`src/rtl/lac_pkg.sv`:
```
package lac_pkg;

    localparam int OPW = 4;
    localparam int RESW = OPW + 1;

    typedef logic [OPW-1:0] nib_t;

    typedef enum logic {
        OP_ADD = 1'b0,
        OP_SUB = 1'b1
    } op_e;

    // Operands as seen by the adder core after mode conditioning
    typedef struct packed {
        nib_t x;
        nib_t y;
        logic cin;
    } core_in_t;

    // Per-bit carry terms
    typedef struct packed {
        nib_t p;
        nib_t g;
    } pg_t;

    // Carry vector: index 0 is carry-in, index OPW is carry-out
    typedef logic [OPW:0] carry_t;

endpackage

```
`src/rtl/lac_mode_cond.sv`:
```
module lac_mode_cond
    import lac_pkg::*;
(
    input  nib_t     opa,
    input  nib_t     opb,
    input  op_e      op,
    output core_in_t core
);
    logic inv;
    assign inv = (op == OP_SUB);

    assign core.x = opa;
    assign core.cin = inv;

    for (genvar i = 0; i < OPW; i++) begin : g_cond
        assign core.y[i] = opb[i] ^ inv;
    end
endmodule

```
`src/rtl/lac_pg_gen.sv`:
```
module lac_pg_gen
    import lac_pkg::*;
(
    input  core_in_t core,
    output pg_t      pg
);
    for (genvar i = 0; i < OPW; i++) begin : g_bit
        assign pg.p[i] = core.x[i] | core.y[i];
        assign pg.g[i] = core.x[i] & core.y[i];
    end
endmodule

```
`src/rtl/lac_carry_la.sv`:
```
module lac_carry_la
    import lac_pkg::*;
(
    input  pg_t    pg,
    input  logic   cin,
    output carry_t c
);
    logic [OPW-1:0] p;
    logic [OPW-1:0] g;

    assign p = pg.p;
    assign g = pg.g;

    // Every carry is a flat sum of products; none depends on another carry.
    assign c[0] = cin;
    assign c[1] = g[0]
                | (p[0] & cin);
    assign c[2] = g[1]
                | (p[1] & g[0])
                | (p[1] & p[0] & cin);
    assign c[3] = g[2]
                | (p[2] & g[1])
                | (p[2] & p[1] & g[0])
                | (p[2] & p[1] & p[0] & cin);
    assign c[4] = g[3]
                | (p[3] & g[2])
                | (p[3] & p[2] & g[1])
                | (p[3] & p[2] & p[1] & g[0])
                | (p[3] & p[2] & p[1] & p[0] & cin);
endmodule

```
`src/rtl/lac_addsub.sv`:
```
module lac_addsub
    import lac_pkg::*;
(
    input  logic [3:0] a_in,
    input  logic [3:0] b_in,
    input  logic       sub_mode,
    output logic [3:0] sum_out,
    output logic       carry_out
);
    core_in_t core;
    pg_t      pg;
    carry_t   cy;
    op_e      op;

    assign op = op_e'(sub_mode);

    lac_mode_cond u_cond (
        .opa  (a_in),
        .opb  (b_in),
        .op   (op),
        .core (core)
    );

    lac_pg_gen u_pg (
        .core (core),
        .pg   (pg)
    );

    lac_carry_la u_cla (
        .pg  (pg),
        .cin (core.cin),
        .c   (cy)
    );

    for (genvar i = 0; i < OPW; i++) begin : g_sum
        assign sum_out[i] = core.x[i] ^ core.y[i] ^ cy[i];
    end

    assign carry_out = cy[OPW];
endmodule

```
`config.mk`:
```
export PLATFORM = sky130hd
export DESIGN_NAME = lac_addsub
export DESIGN_NICKNAME = d
export VERILOG_FILES = /design/src/rtl/lac_pkg.sv /design/src/rtl/lac_mode_cond.sv /design/src/rtl/lac_pg_gen.sv /design/src/rtl/lac_carry_la.sv /design/src/rtl/lac_addsub.sv
export SDC_FILE = /design/constraint.sdc
export NUM_CORES = 1
export LEC_CHECK = 0
export BUFFER_PORTS_ARGS = -buffer_cell sky130_fd_sc_hd__buf_2
export CAP_MARGIN = 20
export CELL_PAD_IN_SITES_DETAIL_PLACEMENT = 1
export CELL_PAD_IN_SITES_GLOBAL_PLACEMENT = 1
export CORE_AREA = 2 2 39 41
export DETAILED_ROUTE_END_ITERATION = 7
export DIE_AREA = 0 0 41 43
export PLACE_DENSITY_LB_ADDON = 0.3
export SYNTH_ARGS = -nofsm -noshare
export SYNTH_HDL_FRONTEND = slang
export SYNTH_HIERARCHICAL = 1
export SYNTH_SLANG_ARGS = --single-unit
```
`constraint.sdc`:
```
create_clock -name vclk -period 1.1
set_input_delay 0.055 -clock vclk [all_inputs]
set_output_delay 0.055 -clock vclk [all_outputs]
set_load 0.1 [all_outputs]
```
==> key figures <==
CTS
  • Hold_buf cts: 0

Drt
  • DRT iter0 DRCs: 1
  • DRT Pass-1 Iters: 2
  • DR DRC count: 0
  • WL final: 709 um
  • Post-DR wirelength/cell: around 12 um
  • Routed vias/inst: 4.03
  • Vias post-DR: 238
  • Detail Route Antenna Nets: 0

Timing
  • Min Clock Period, post-route: between 1.5 and 2 ns
  • Setup violators final: 4
  • Max-slew headroom: 0.833
  • Setup WS post-layout: -0.582 ns
  • Fin. Hold Viols: 0
  • Fin crit share: 1.53
  • Fin. max-slew vios: 0
  • Unrepaired setup endpoints after global routing: yes
  • Slew @ Worst Pin: 0.250 ns
  • Final hold slack: 0.629 ns
  • F_max: 595 MHz

Critical path
  • Crit path DAT: ~1.6 ns
  • Worst-path cell chain: buf_8 -> buf_4 -> xor2_1 -> or2_1 -> a21o_1 -> a21o_1 -> xor3_4 -> buf_12
  • Crit path launch type: input port
  • Most frequent CP cell: a21o_1
  • Worst Setup Path Type: input port to output port
  • CP required: 1.04 ns
  • Worst path slowest cell: xor3_4
  • Critical Path Fanout Max: 5
  • Crit. End Element: output port
  • Worst Path Buf+Inv: 3
  • CP delay by family, top: XOR/XNOR gates
  • Slowest stage delay, CP: between 0.3 and 0.4 ns

Job
  • Max cap viols: 0

Floorplan
  • Die area: 0.00176 sq mm
  • Initial Util: 0.194
  • Vert. Die Dim: 43 um
  • Core area: around 0.0014 sq mm
  • Die Wd: 41 um
  • Row cnt: 14
  • Ports: 14

Final layout
  • Storage element area: 0 sq um
  • N_diodes: 0
  • # clk buffers: 0
  • Layout Nets: between 50 and 60
  • Fin area: 509 sq um
  • Most frequent cells in the layout: buf_2 (7), buf_4 (7), buf_12 (5)
  • Final core utilization: 0.368
  • # fillers: 158
  • P&R area growth vs syn: 89.3%
  • Layout cells sized above 1: 0.744
  • Num sequential: 0

Pwr
  • P_sw: 459 uW
  • Comb pwr share: 1.000
  • Pint: 355 uW
  • Max IR drop VDD: 0.695 mV
  • Reg power frac: 0
  • Switching share of power: 0.564
  • PD cells: 1600 mW/mm^2
  • Clock power frac: 0
  • Static Leak: approximately 0.27 nW

Synth
  • Syn avg cell area: 9.96 sq um
  • Post-synth cell types: 7
  • Sequential fraction of the synthesis area: 0
  • Gate count after technology mapping: 27
  • Mapped cell area: 269 sq um
  • Synth warn: 6
  • Syn nets: 36

Outcome
  • Status: finished, violations left
  • Failing checks: setup timing

GRT
  • Largest net degree at the start of global routing: 6
  • Initial antenna violation count: 0
  • GRT Residual Overflow: 0
  • First-pass GRT wire length: 1160 um
  • GRT Overall Usage: 0.0924
  • Vias in the first global route: approximately 270

Place
  • GPL Wtd Cong: 0.580
  • DPL Wire Length: 569 um
  • Area post-placement: 424 sq um
  • Port Buffers: 14

Hold path
  • HP Class: input port to output port
cell type report:
type	instances	area, sq um	area share
multi-input combinational	21	264	0.518
tap	16	20.0	0.0393
timing repair buffer	22	225	0.442
tightest hold or removal path: cells and delay by family:
| family | cells | cell delay [ns] |
|---|---|---|
| XOR/XNOR | 1 | 0.24 |
| buffers and inverters | 2 | 0.27 |
per-stage QoR:
| step | instances | setup slack, ns | TNS, ns | power, mW |
|---|---|---|---|---|
| CTS | 58 | -0.601 | -2.01 | 0.804 |
| detailed placement | 56 | -0.662 | -2.15 | 0.745 |
| finish | 59 | -0.582 | -2.22 | 0.815 |
| global route | 59 | -0.640 | -2.44 | 0.843 |
| floorplan | 27 | -0.432 | -0.956 | 0.518 |
| global placement | 56 | -0.578 | -1.83 | 0.732 |
power by group through the flow:
stage	Combinational, mW	Clock [mW]	Sequential (mW)
4_1_cts	0.804	0	0
3_5_place_dp	0.745	0	0
3_3_place_gp	0.732	0	0
2_1_floorplan	0.518	0	0
5_1_grt	0.843	0	0
6_report	0.815	0	0
per-layer routing:
metal  vias to the layer above  global-route usage  share of wire
li1                        117                   -              -
met1                       109              0.0997           0.36
met2                        12               0.188           0.57
met3                         0             0.00524          0.071
met4                         0                   0              0
met5                         -                   0              0
kinds of logic after synthesis:
group           after synthesis  share of synthesized area
compound gates                5                      0.144
simple gates                  8                      0.205
xor+xnor                      8                      0.484
buf+inv                       6                      0.167
cell usage after synthesis (all sizes together):
master	count	area [sq um]
buf	6	45.0
xor3	4	95.1
or2	4	25.0
and2	4	30.0
xor2	4	35.0
a21o	4	30.0
a31o	1	8.76
path summary, 6_finish.rpt:
path,end,cells after the start,start,slack [ns]
max,sum_out[3],8,sub_mode,-0.58
min,sum_out[0],3,a_in[0],0.63
what timing repair did:
action,in CTS,in global routing
buffers inserted,2,1
pin swaps,3,1
endpoints found under the setup margin,5,5
resized for setup,11,2
(Power assumes the default switching activity.)
